[src/rtl/ctrl3w_pkg.sv]
package ctrl3w_pkg;
    localparam int ADDR_W  = 7;
    localparam int DATA_W  = 9;
    localparam int FRAME_W = ADDR_W + DATA_W;
    localparam int CNT_W   = $clog2(FRAME_W + 2);

    typedef logic [ADDR_W-1:0] addr_t;
    typedef logic [DATA_W-1:0] word_t;
    typedef logic [CNT_W-1:0]  cnt_t;
endpackage

[src/rtl/ctrl3w_sync.sv]
module ctrl3w_sync #(
    parameter int           W       = 1,
    parameter int           STAGES  = 2,
    parameter logic [W-1:0] RST_VAL = '0
) (
    input  logic         clk,
    input  logic         rst_n,
    input  logic [W-1:0] d,
    output logic [W-1:0] q
);
    logic [STAGES-1:0][W-1:0] pipe_d, pipe_q;

    always_comb begin
        pipe_d[0] = d;
        for (int s = 1; s < STAGES; s++) begin
            pipe_d[s] = pipe_q[s-1];
        end
    end

    always_ff @(posedge clk or negedge rst_n) begin
        if (!rst_n) pipe_q <= {STAGES{RST_VAL}};
        else        pipe_q <= pipe_d;
    end

    assign q = pipe_q[STAGES-1];
endmodule

[src/rtl/ctrl3w_frame.sv]
module ctrl3w_frame
    import ctrl3w_pkg::*;
(
    input  logic  clk,
    input  logic  rst_n,
    input  logic  hw,
    input  logic  sck_rise,
    input  logic  cs_rise,
    input  logic  sdi,
    output logic  wr_en,
    output addr_t wr_addr,
    output word_t wr_data,
    output cnt_t  bit_cnt
);
    localparam cnt_t CNT_FULL = cnt_t'(FRAME_W);
    localparam cnt_t CNT_SAT  = cnt_t'(FRAME_W + 1);

    typedef struct packed {
        logic [FRAME_W-1:0] sh;
        cnt_t               cnt;
    } frame_st_t;

    frame_st_t st_d, st_q;

    always_comb begin
        st_d = st_q;
        if (hw || cs_rise) begin
            st_d.cnt = '0;
        end else if (sck_rise) begin
            st_d.sh = {st_q.sh[FRAME_W-2:0], sdi};
            if (st_q.cnt != CNT_SAT) st_d.cnt = st_q.cnt + cnt_t'(1);
        end
    end

    always_ff @(posedge clk or negedge rst_n) begin
        if (!rst_n) st_q <= '0;
        else        st_q <= st_d;
    end

    assign wr_en   = cs_rise && !hw && (st_q.cnt == CNT_FULL);
    assign wr_addr = st_q.sh[FRAME_W-1:DATA_W];
    assign wr_data = st_q.sh[DATA_W-1:0];
    assign bit_cnt = st_q.cnt;


    cnt_bound_chk: assert property (@(posedge clk) disable iff (!rst_n)
        st_q.cnt <= CNT_SAT);


    hw_idle_chk: assert property (@(posedge clk) disable iff (!rst_n)
        hw |=> (st_q.cnt == '0));
endmodule

[src/rtl/ctrl3w_regs.sv]
module ctrl3w_regs
    import ctrl3w_pkg::*;
#(
    parameter int    NSTAT     = 2,
    parameter int    STAT_BASE = 8,
    parameter int    NCFG      = 8,
    parameter int    CFG_BASE  = 16,
    parameter int    SEL_ADDR  = 30,
    parameter int    CTRL_ADDR = 31,
    parameter word_t ID0       = 9'h1A5,
    parameter word_t ID1       = 9'h0C3,
    parameter word_t ID2       = 9'h027,
    parameter word_t CFG_RST   = 9'h000
) (
    input  logic                    clk,
    input  logic                    rst_n,
    input  logic                    wr_en,
    input  addr_t                   wr_addr,
    input  word_t                   wr_data,
    input  logic [NSTAT*DATA_W-1:0] status_in,
    output logic [NCFG*DATA_W-1:0]  cfg_out,
    output logic                    rd_en,
    output word_t                   rd_word,
    output logic                    rd_ok
);
    localparam int    NID = 3;
    localparam addr_t SEL = addr_t'(SEL_ADDR);
    localparam addr_t CTL = addr_t'(CTRL_ADDR);
    localparam logic [NID-1:0][DATA_W-1:0] ID_TAB = {ID2, ID1, ID0};

    typedef struct packed {
        logic [NCFG-1:0][DATA_W-1:0] cfg;
        logic [1:0]                  ctrl;
        addr_t                       ptr;
    } regs_st_t;

    regs_st_t st_d, st_q;

    always_comb begin
        st_d = st_q;
        if (wr_en) begin
            for (int i = 0; i < NCFG; i++) begin
                if (wr_addr == addr_t'(CFG_BASE + i)) st_d.cfg[i] = wr_data;
            end
            if (wr_addr == CTL) st_d.ctrl = wr_data[1:0];
            if (wr_addr == SEL) st_d.ptr = wr_data[ADDR_W-1:0];
            else if (st_q.ctrl[1]) st_d.ptr = st_q.ptr + addr_t'(1);
        end
    end

    always_ff @(posedge clk or negedge rst_n) begin
        if (!rst_n) begin
            st_q.cfg  <= {NCFG{CFG_RST}};
            st_q.ctrl <= '0;
            st_q.ptr  <= '0;
        end else begin
            st_q <= st_d;
        end
    end

    always_comb begin
        rd_word = '0;
        rd_ok   = 1'b0;
        for (int i = 0; i < NID; i++) begin
            if (st_q.ptr == addr_t'(i)) begin
                rd_word = ID_TAB[i];
                rd_ok   = 1'b1;
            end
        end
        for (int i = 0; i < NSTAT; i++) begin
            if (st_q.ptr == addr_t'(STAT_BASE + i)) begin
                rd_word = status_in[i*DATA_W +: DATA_W];
                rd_ok   = 1'b1;
            end
        end
    end

    assign cfg_out = st_q.cfg;
    assign rd_en   = st_q.ctrl[0];


    ptr_hold_chk: assert property (@(posedge clk) disable iff (!rst_n)
        (!st_q.ctrl[1] && !(wr_en && wr_addr == SEL)) |=> $stable(st_q.ptr));


    cfg_quiet_chk: assert property (@(posedge clk) disable iff (!rst_n)
        !wr_en |=> $stable(st_q.cfg));
endmodule

[src/rtl/ctrl3w_sdo.sv]
module ctrl3w_sdo
    import ctrl3w_pkg::*;
(
    input  logic  clk,
    input  logic  rst_n,
    input  logic  hw,
    input  logic  cs_s,
    input  logic  sck_fall,
    input  cnt_t  bit_cnt,
    input  logic  rd_en,
    input  word_t rd_word,
    input  logic  rd_ok,
    output logic  sdo,
    output logic  sdo_oe
);
    typedef struct packed {
        word_t sh;
        logic  oe;
    } sdo_st_t;

    sdo_st_t st_d, st_q;

    always_comb begin
        st_d = st_q;
        if (hw || cs_s) begin
            st_d.oe = 1'b0;
        end else if (sck_fall) begin
            if (bit_cnt == cnt_t'(ADDR_W)) begin
                st_d.sh = rd_word;
                st_d.oe = rd_en && rd_ok;
            end else if (bit_cnt >= cnt_t'(FRAME_W)) begin
                st_d.oe = 1'b0;
            end else begin
                st_d.sh = {st_q.sh[DATA_W-2:0], 1'b0};
            end
        end
    end

    always_ff @(posedge clk or negedge rst_n) begin
        if (!rst_n) st_q <= '0;
        else        st_q <= st_d;
    end

    assign sdo    = st_q.oe & st_q.sh[DATA_W-1];
    assign sdo_oe = st_q.oe;


    oe_window_chk: assert property (@(posedge clk) disable iff (!rst_n)
        $rose(st_q.oe) |-> (bit_cnt == cnt_t'(ADDR_W)));
endmodule

[src/rtl/ctrl_port3w.sv]
module ctrl_port3w
    import ctrl3w_pkg::*;
#(
    parameter int    NSTAT     = 2,
    parameter int    STAT_BASE = 8,
    parameter int    NCFG      = 8,
    parameter int    CFG_BASE  = 16,
    parameter int    SEL_ADDR  = 30,
    parameter int    CTRL_ADDR = 31,
    parameter word_t ID0       = 9'h1A5,
    parameter word_t ID1       = 9'h0C3,
    parameter word_t ID2       = 9'h027,
    parameter word_t CFG_RST   = 9'h000
) (
    input  logic                    clk,
    input  logic                    rst_n,
    input  logic                    hw_mode,
    input  logic                    spi_cs_n,
    input  logic                    spi_sck,
    input  logic                    spi_sdi,
    input  logic [NSTAT*DATA_W-1:0] status_in,
    output logic [NCFG*DATA_W-1:0]  cfg_out,
    output logic                    spi_sdo,
    output logic                    spi_sdo_oe
);
    typedef struct packed {
        logic cs_p;
        logic sck_p;
    } edge_st_t;

    logic [3:0] sync_q;
    logic       hw_s, cs_s, sck_s, sdi_s;
    edge_st_t   edge_d, edge_q;
    logic       sck_rise, sck_fall, cs_rise;
    logic       wr_en;
    addr_t      wr_addr;
    word_t      wr_data;
    cnt_t       bit_cnt;
    logic       rd_en, rd_ok;
    word_t      rd_word;

    ctrl3w_sync #(.W(4), .STAGES(2), .RST_VAL(4'b0100)) i_sync (
        .clk   (clk),
        .rst_n (rst_n),
        .d     ({hw_mode, spi_cs_n, spi_sck, spi_sdi}),
        .q     (sync_q)
    );

    assign {hw_s, cs_s, sck_s, sdi_s} = sync_q;

    always_comb begin
        edge_d.cs_p  = cs_s;
        edge_d.sck_p = sck_s;
    end

    always_ff @(posedge clk or negedge rst_n) begin
        if (!rst_n) edge_q <= '{cs_p: 1'b1, sck_p: 1'b0};
        else        edge_q <= edge_d;
    end

    assign sck_rise = sck_s && !edge_q.sck_p;
    assign sck_fall = !sck_s && edge_q.sck_p;
    assign cs_rise  = cs_s && !edge_q.cs_p;

    ctrl3w_frame i_frame (
        .clk      (clk),
        .rst_n    (rst_n),
        .hw       (hw_s),
        .sck_rise (sck_rise),
        .cs_rise  (cs_rise),
        .sdi      (sdi_s),
        .wr_en    (wr_en),
        .wr_addr  (wr_addr),
        .wr_data  (wr_data),
        .bit_cnt  (bit_cnt)
    );

    ctrl3w_regs #(
        .NSTAT(NSTAT), .STAT_BASE(STAT_BASE), .NCFG(NCFG), .CFG_BASE(CFG_BASE),
        .SEL_ADDR(SEL_ADDR), .CTRL_ADDR(CTRL_ADDR),
        .ID0(ID0), .ID1(ID1), .ID2(ID2), .CFG_RST(CFG_RST)
    ) i_regs (
        .clk       (clk),
        .rst_n     (rst_n),
        .wr_en     (wr_en),
        .wr_addr   (wr_addr),
        .wr_data   (wr_data),
        .status_in (status_in),
        .cfg_out   (cfg_out),
        .rd_en     (rd_en),
        .rd_word   (rd_word),
        .rd_ok     (rd_ok)
    );

    ctrl3w_sdo i_sdo (
        .clk      (clk),
        .rst_n    (rst_n),
        .hw       (hw_s),
        .cs_s     (cs_s),
        .sck_fall (sck_fall),
        .bit_cnt  (bit_cnt),
        .rd_en    (rd_en),
        .rd_word  (rd_word),
        .rd_ok    (rd_ok),
        .sdo      (spi_sdo),
        .sdo_oe   (spi_sdo_oe)
    );


    commit_pulse_chk: assert property (@(posedge clk) disable iff (!rst_n)
        wr_en |=> !wr_en);


    hw_oe_chk: assert property (@(posedge clk) disable iff (!rst_n)
        hw_s |=> !spi_sdo_oe);


    oe_gate_chk: assert property (@(posedge clk) disable iff (!rst_n)
        spi_sdo_oe |-> rd_en);
endmodule

[config.mk]
export PLATFORM = sky130hd
export DESIGN_NAME = ctrl_port3w
export DESIGN_NICKNAME = d
export VERILOG_FILES = /design/src/rtl/ctrl3w_pkg.sv /design/src/rtl/ctrl3w_sync.sv /design/src/rtl/ctrl3w_frame.sv /design/src/rtl/ctrl3w_regs.sv /design/src/rtl/ctrl3w_sdo.sv /design/src/rtl/ctrl_port3w.sv
export SDC_FILE = /design/constraint.sdc
export NUM_CORES = 1
export LEC_CHECK = 0
export BUFFER_PORTS_ARGS = -buffer_cell sky130_fd_sc_hd__buf_2
export CORE_MARGIN = 5
export CORE_UTILIZATION = 29
export DETAILED_ROUTE_END_ITERATION = 10
export GPL_TIMING_DRIVEN = 0
export PLACE_DENSITY = 0.48
export SLEW_MARGIN = 20
export SYNTH_ARGS = -nofsm -noshare
export SYNTH_HDL_FRONTEND = slang
export SYNTH_HIERARCHICAL = 1
export SYNTH_SLANG_ARGS = --single-unit
[constraint.sdc]
create_clock -name clk -period 8.5 [get_ports clk]
set_clock_uncertainty 0.05 [all_clocks]
set_input_delay 0.85 -clock clk [delete_from_list [all_inputs] [get_ports clk]]
set_output_delay 0.85 -clock clk [all_outputs]
set_load 0.03 [all_outputs]
* Word level (Yosys, flattened, before mapping)
Cells that the tools add are included.
Operators by class: equality and inequality tests 18, $lt $le $gt $ge 1, bitwise logic cells 3, reductions and logical operators 32, mux-type cells 20, add/subtract/negate cells 2
Operators with widths (count):
- $eq 7x5->1 const B | 10
- $mux 9 | 6
- $reduce_and 2->1 | 13
- $mux 5 | 3
- $eq 7x4->1 const B | 2
- $mux 7 | 2
- $mux 10 | 1
- $mux 1 | 8
- $reduce_bool 2->1 | 4
- $add 7x1->7 const B | 1
- $eq 7x1->1 const B | 1
- $eq 7x2->1 const B | 1
- $logic_not 7->1 | 1
- $logic_and 1x1->1 | 6
- $add 5x1->5 const B | 1
- $eq 5x3->1 const B | 1
- $eq 5x5->1 const B | 1
- $ge 5x5->1 const B | 1
- $ne 5x5->1 const B | 1
- $logic_not 1->1 | 4
- $reduce_and 3->1 | 1
- $reduce_bool 3->1 | 1
- $logic_or 1x1->1 | 2
- $ne 2x1->1 const B | 1
- other kinds (2) | 3
Storage, ports and cells: bits in registers 122, word-level logic and storage cells 94

* Longest topological paths before layout
Gate-level depths: netlist (run 1).
depth in word-level cells 10, gate-level depth with buffers 10, gate-level depth less buffers 8

* Cells and area by module
Netlist (run 1), hierarchy kept.
Modules (own cells, without submodules):
- ctrl3w_regs | instances 1, cells an instance 350, seq. area each 2026.9 sq um, area each 4205.3 sq um
- ctrl3w_frame | instances 1, cells an instance 66, seq. area each 525.5 sq um, area each 923.4 sq um
- ctrl3w_sdo | instances 1, cells an instance 59, seq. area each 250.2 sq um, area each 554.3 sq um
- ctrl3w_sync | instances 1, cells an instance 8, seq. area each 202.7 sq um, area each 202.7 sq um
- ctrl_port3w | instances 1, cells an instance 5, seq. area each 51.3 sq um, area each 72.6 sq um

* Worst setup path before layout (run 1)
Ideal clock, no wire load.
path type reg2reg, from register i_sync.pipe_q, in the netlist i_sync/q[2], to register i_regs.st_q, in the netlist i_regs/cfg_out[10], library setup time 0.125 ns, arrival time 2.646 ns, setup slack 5.680 ns, cell stages (with the launch flop) 8, cell sequence dfstp_2 nor2b_1 nand4b_1 nor3_1 clkbuf_8 or3b_1 nor3_2 mux2_2
Between the ends: longest elaborated chain between the ends 4
RTL lines:
- from (decl) | line ctrl3w_sync.sv:11 | logic [STAGES-1:0][W-1:0] pipe_d, pipe_q;
- from (signal assigned) | line ctrl3w_sync.sv:21 | if (!rst_n) pipe_q <= {STAGES{RST_VAL}};
- from (signal assigned) | line ctrl3w_sync.sv:22 | else pipe_q <= pipe_d;
- $logic_and 1x1->1 | line ctrl_port3w.sv:63 | assign cs_rise = cs_s && !edge_q.cs_p;
- named net cs_rise | line ctrl_port3w.sv:34 | logic sck_rise, sck_fall, cs_rise;
- $logic_and 1x1->1 (2 in a row) | line ctrl3w_frame.sv:40 | assign wr_en = cs_rise && !hw && (st_q.cnt == CNT_FULL);
- named net wr_en | line ctrl_port3w.sv:35 | logic wr_en;
- $reduce_and 2->1 (no line)
- to (signal assigned) | line ctrl3w_regs.sv:57 | st_q <= st_d;
- to (decl) | line ctrl3w_regs.sv:37 | regs_st_t st_d, st_q;
The timed path passes the listed nets, and every way through them passes these cells. A chain may end at the register's enable or synchronous reset.

* Final worst setup path (run 1)
from register i_sync.pipe_q, in the netlist i_sync/q[2], to register i_regs.st_q, in the netlist i_regs/cfg_out[15]
The elaborated chain is that of the path after synthesis.

==> results of run 1 <==
-- per-stage QoR --
| stage | area (sq um) | setup WS (ns) | hold WS [ns] |
|---|---|---|---|
| 6_report | 7420 | 5.14 | 0.240 |
| 5_1_grt | 7420 | 4.98 | 0.233 |
| 4_1_cts | 7420 | 5.06 | 0.220 |
| 3_5_place_dp | 6830 | 5.07 | 0.287 |
| 3_3_place_gp | 6780 | 4.87 | 0.282 |
| 2_1_floorplan | 5960 | 5.68 | 0.281 |
-- cell type report --
type / instances / area, sq um
well taps: 270 / 338
multi-input cells: 266 / 2200
plain buffers: 89 / 673
repair buffers: 98 / 523
clock buffers: 20 / 467
clock inverters: 8 / 121
inverters: 11 / 41.3
flip-flops and latches: 122 / 3060
fillers: 1979 / 12800
-- per-layer routing --
metal	wire, um	vias up
li1	-	1884
met1	6730	1999
met2	6300	102
met3	589	21
met4	261	0
met5	0	-
-- path summary, 6_finish.rpt --
check                           slack, ns  cells after the start                        from                        endpoint
worst max-delay path                 5.14                      7       i_sync/q[2]$_DFF_PN1_  i_regs/cfg_out[15]$_DFFE_PN0P_
worst min-delay path                 0.24                      1                       rst_n      i_sync/pipe_d[4]$_DFF_PN0_
worst max register to register       5.14                      7       i_sync/q[2]$_DFF_PN1_  i_regs/cfg_out[15]$_DFFE_PN0P_
worst min register to register       0.30                      0  i_sync/pipe_d[4]$_DFF_PN0_           i_sync/q[0]$_DFF_PN0_
max in group asynchronous            7.43                      2                       rst_n      i_regs/st_q[3]$_DFFE_PN0P_
min in group clk                     0.30                      0  i_sync/pipe_d[4]$_DFF_PN0_           i_sync/q[0]$_DFF_PN0_
-- sequential cells by signal, indices dropped and copies added (netlist names) --
name and count:
i_regs/rd_en 1, i_sync/pipe_d 4, i_sync/q 4, edge_q 2, i_frame/wr_addr 7, i_sdo/st_q 9, i_frame/bit_cnt 5, i_frame/wr_data 9
i_regs/st_q 8, i_regs/cfg_out 72, i_sdo/sdo_oe 1
-- logic make-up (layout without fill, tap and decap cells) --
logic type	count (synthesis)	count (layout)	synth area share [%]
AO/OA/AOI/OAI	55	55	5.69
XOR/XNOR	2	2	0.294
adder cells (fa/ha/maj)	7	7	1.47
buffers and inverters	100	226	12.0
flip-flops	122	122	51.3
multiplexers	94	94	18.2
AND/OR/NAND/NOR	108	108	11.1
-- power by group --
part	switching (W)	internal, W
Combinational	0.0000398	0.0000292
Clock	0.000245	0.000476
Sequential	0.0000583	0.000604
Total	0.000343	0.00111
-- placed cells by master, fill, tap and decap left out, types with 10 or more instances in the layout --
| cell type | Yosys | routed |
|---|---|---|
| a21oi_1 | 13 | 13 |
| buf_2 | 3 | 99 |
| buf_4 | 73 | 73 |
| clkbuf_16 | 0 | 17 |
| dfrtp_1 | 119 | 119 |
| inv_1 | 10 | 10 |
| mux2_2 | 80 | 80 |
| nand2_1 | 17 | 17 |
| nand3_1 | 17 | 17 |
| nor2_1 | 25 | 25 |
| o21ai_0 | 18 | 18 |
-- worst max-delay path, cell delays in order, from the launching register on --
cell and delay [ns]:
dfstp_2 0.57, nor2b_1 0.50, nand4b_1 0.16, nor3_1 0.24
clkbuf_8 0.22, or3b_1 0.47, nor3_2 0.63, mux2_2 0.41
==> results.cfg, run 1 <==
[power]
peakVddDrop_mv = 0.117
powerDensity_nw_per_um2 = 196
leakage_nw = 3.78
p_total_w = 0.00145

[drt]
dr.pass1.iters = 4
ant_nets = 0
wl_per_cell_um = 15.7
first_iter_violations = 272
viasPerCell = 4.53
drc = 0
routed_wl_um = 13900
vias = 4006

[global_routing]
antenna_found_initial = 0
grt.busiest_layer = met2
met1_usage_pct = 16.5
grt_use_met3_pct = 3.34
overflow = 0
grt_max_degree = 98
grt_usage_pct = 12.1
grt_pass1_wl_um = 22700
use_met2_pct = 18.3
grt_pass1_vias = 4189

[final_layout]
drive_gt1_share_pct = 51.3
final_cells = 884
n_antenna_cell = 0
area_growth_pct = 24.5
fin_util_pct = 36.6
nets = 636

[synth]
synth.avg_cell_area_sq_um = 12.2
yosysTopAreaCellShare_pct = 50.0
ys.flop_type = dfrtp_1
synth_cells = 488
synth_edf_count = 0
synth_nets = 519
ys_seq_elements = 122
ys_types = 59
synth.top_cells.by_count = dfrtp_1 (119), mux2_2 (80), buf_4 (73), nor2_1 (25), o21ai_0 (18)
netlist_area_sq_um = 5960
async_flop_share_pct = 100
yosysSeqAreaShare_pct = 51.3
yosys.area.top_type = dfrtp_1
yosys_warnings = 6
synth_area_leaders = dfrtp_1 (50%), mux2_2 (15%), buf_4 (9.2%), mux2_4 (2.0%), nor2_1 (1.6%)
yosysMostFrequentCell = dfrtp_1

[placed_design]
hpwl_um = 9440
place_congestion = 0.823
dp_cells = 856
port_buffers = 97

[floorplan]
fp.dieW_um = 153
die_h_um = 153
fp-row-count = 52
initial_utilization_pct = 29.4
core_sq_um = 20200
ios = 98
die_area_sq_um = 23500

[clock_network]
postCtsSetupRepairBufs = 0
ctsHoldBuffers = 0
htree_levels = 4
clk_root_buffer_cell = clkbuf_16
cts_resized = 0
clkSinkCount = 122
clk_latency_ns = 0.40
clkTransAtPathRegs_ns = 0.05
cts_made_buffers = 17
cts_tree = yes
cts_buffer_depth = 2

[setup_path]
crit_path_end_kind = flop
arrival_ns = 3.60
critPathKind = reg2reg
critPathRequiredTime_ns = 8.74
critPathMaxFanout = 9
critPathLaunchType = flop

[timing]
finalMaxSlewViolations = 0
fin_crit_sh_pct = 39.6
period_needed_ns = 3.36
hold_viol_final = 0
setup_violations = 0
max_freq_mhz = 297
worstMarginPinSlew_ns = 0.782
relSlewSlack_pct = 47.6
setup_tns_ns = 0
rsz0062_at_grt = false

[job]
cap_violations = 0

[hold_path]
hp-class = in2async

[status]
outcome = complete, no violations
No activity file was read; power rests on OpenSTA's default activity.
==> run 2, diff against run 1 <==
- clock period: 8.5 -> 3.4 ns (I/O delays scaled with it)
==> results.cfg, run 2 (same netlist as run 1, synthesis figures left out) <==
[final_layout]
final_common_cell = dfrtp_1
final_area_sq_um = 7470
nets = 641
area_growth_pct = 25.4
largest_reg_flops = 72
layout_common_cells = dfrtp_1 (119), buf_2 (99), mux2_2 (80), buf_4 (73), nor2_1 (25)
drive_gt1_share_pct = 50.9
n_antenna_cell = 0

[clock_network]
clkSinkCount = 122
clk_root_buffer_cell = clkbuf_16
cts_buffer_depth = 2
clkTransAtPathRegs_ns = 0.05
clk_latency_ns = 0.40
cts_tree = yes
cts_made_buffers = 17
postCtsSetupRepairBufs = 0
htree_levels = 4

[placed_design]
hpwl_um = 9440
port_buffers = 97
placed_cell_area_sq_um = 6830
dp_slack_ns = -0.0316
place_congestion = 0.823

[floorplan]
fp.dieW_um = 153
ios = 98
die_area_sq_um = 23500
fp-row-count = 52
core_sq_um = 20200
die_h_um = 153
initial_utilization_pct = 29.4

[drt]
wl_per_cell_um = 15.6
ant_nets = 0
vias = 3982
first_iter_violations = 236
routed_wl_um = 13900
drc = 0
viasPerCell = 4.48
dr.pass1.iters = 5

[timing]
period_needed_ns = 3.18
fin_crit_sh_pct = 93.6
setup_tns_ns = 0
finalMaxSlewViolations = 0
relSlewSlack_pct = 49.6
holdWs_ns = 0.296
rsz0062_at_grt = false
worst_slack_ns = 0.216
worstMarginPinSlew_ns = 0.750
max_freq_mhz = 314
setup_violations = 0
hold_viol_final = 0

[setup_path]
critPathLaunchType = flop
worstPathCellList = nor2b_1 > nand4b_1 > nor3_1 > clkbuf_8 > or3b_1 > nor3_4 > mux2_2
critPathMaxFanout = 9
crit_path_start = i_sync/q[2]$_DFF_PN1_
r2r_end = i_regs/cfg_out[6]$_DFFE_PN0P_
crit_path_end_kind = flop
critPathRequiredTime_ns = 3.64
arrival_ns = 3.42
rrSetupSlack_ns = 0.22
critPathBufInv = 1
max_stage_delay_ns = 0.57
crit_family = simple AND/OR/NAND/NOR gates
critPathKind = reg2reg
rr_startpoint = i_sync/q[2]$_DFF_PN1_
slowest_stage = dfstp_2
reg2reg_depth = 7

[global_routing]
antenna_found_initial = 0
grt_pass1_vias = 4211
grt_usage_pct = 12.1
grt_pass1_wl_um = 22800
grt_max_degree = 98
overflow = 0

[power]
switching_power_w = 0.000858
internal_power_w = 0.00278
p_sw_share_pct = 23.6
pwr-share-seq_pct = 45.6
leakage_nw = 3.80
power.share.clock_pct = 49.6
comb_power_share_pct = 4.9
peakVddDrop_mv = 0.292
powerDensity_nw_per_um2 = 486

[job]
cap_violations = 0

[hold_path]
holdCritStartpoint = i_sync/pipe_d[4]$_DFF_PN0_
whs_endpoint = i_sync/q[0]$_DFF_PN0_
hold_depth = 0
hp-class = reg2reg

[status]
outcome = complete, no violations
[run 2: changes by cell type in the layout (fill, tap and decap cells not counted)]
cell | previous run | this run
dlygate4sd3_1 | 0 | 5
nor3_2 | 1 | 0
nor3_4 | 2 | 3
[run 2: what timing repair did]
| item | in CTS | in global routing |
|---|---|---|
| endpoints found under the hold margin | 29 | 0 |
| hold buffers | 5 | 0 |
| endpoints found under the setup margin | 9 | 0 |
| gates resized for setup | 1 | 0 |
[run 2: area by class of cell]
cell class | instances | area, sq um
timing repair buffer | 103 | 573
fill | 1977 | 12800
multi-input combinational | 266 | 2200
buffer | 89 | 673
inverter | 11 | 41.3
clock inverter | 8 | 121
clock buffer | 20 | 467
sequential | 122 | 3060
tap | 270 | 338
[run 2: worst max path at each step]
stage                                     end  slack (ns)  cells after the start
2_1_floorplan  i_regs/cfg_out[10]$_DFFE_PN0P_        0.58                      7
3_3_place_gp   i_regs/cfg_out[48]$_DFFE_PN0P_       -0.04                      7
3_5_place_dp   i_regs/cfg_out[12]$_DFFE_PN0P_       -0.03                      7
4_1_cts         i_regs/cfg_out[3]$_DFFE_PN0P_         0.1                      7
5_1_grt         i_regs/cfg_out[1]$_DFFE_PN0P_        0.04                      7
6_report        i_regs/cfg_out[6]$_DFFE_PN0P_        0.22                      7
[run 2: per-layer routing]
metal  GRT usage, %  part of all wire [%]  up-vias
li1               -                     -     1898
met1           16.6                    48     1964
met2           18.4                    46      103
met3           3.34                   4.4       17
met4           4.46                   1.6        0
met5              0                     0        -
[run 2: power groups by stage]
| stage | Clock (W) | Combinational (W) | Sequential (W) |
|---|---|---|---|
| after floorplan | 0 | 0.0000949 | 0.00160 |
| after global placement | 0 | 0.000168 | 0.00169 |
| after detailed placement | 0 | 0.000179 | 0.00169 |
| after CTS | 0.00186 | 0.000184 | 0.00167 |
| after global routing | 0.00193 | 0.000201 | 0.00167 |
| final | 0.00180 | 0.000178 | 0.00166 |
[run 2: per-stage QoR]
step | util [%] | power (W) | instances
2_1_floorplan | - | 0.00169 | 488
3_3_place_gp | 33.5 | 0.00186 | 855
3_5_place_dp | 33.7 | 0.00187 | 856
4_1_cts | 36.9 | 0.00371 | 889
5_1_grt | 36.9 | 0.00380 | 889
6_report | 36.9 | 0.00363 | 889
[run 2: worst reg2reg max path: cells and delay by family (launching register included)]
kind | cells | cell delay, ns
buf+inv | 1 | 0.22
simple gates | 5 | 1.82
mux | 1 | 0.40
flops | 1 | 0.57
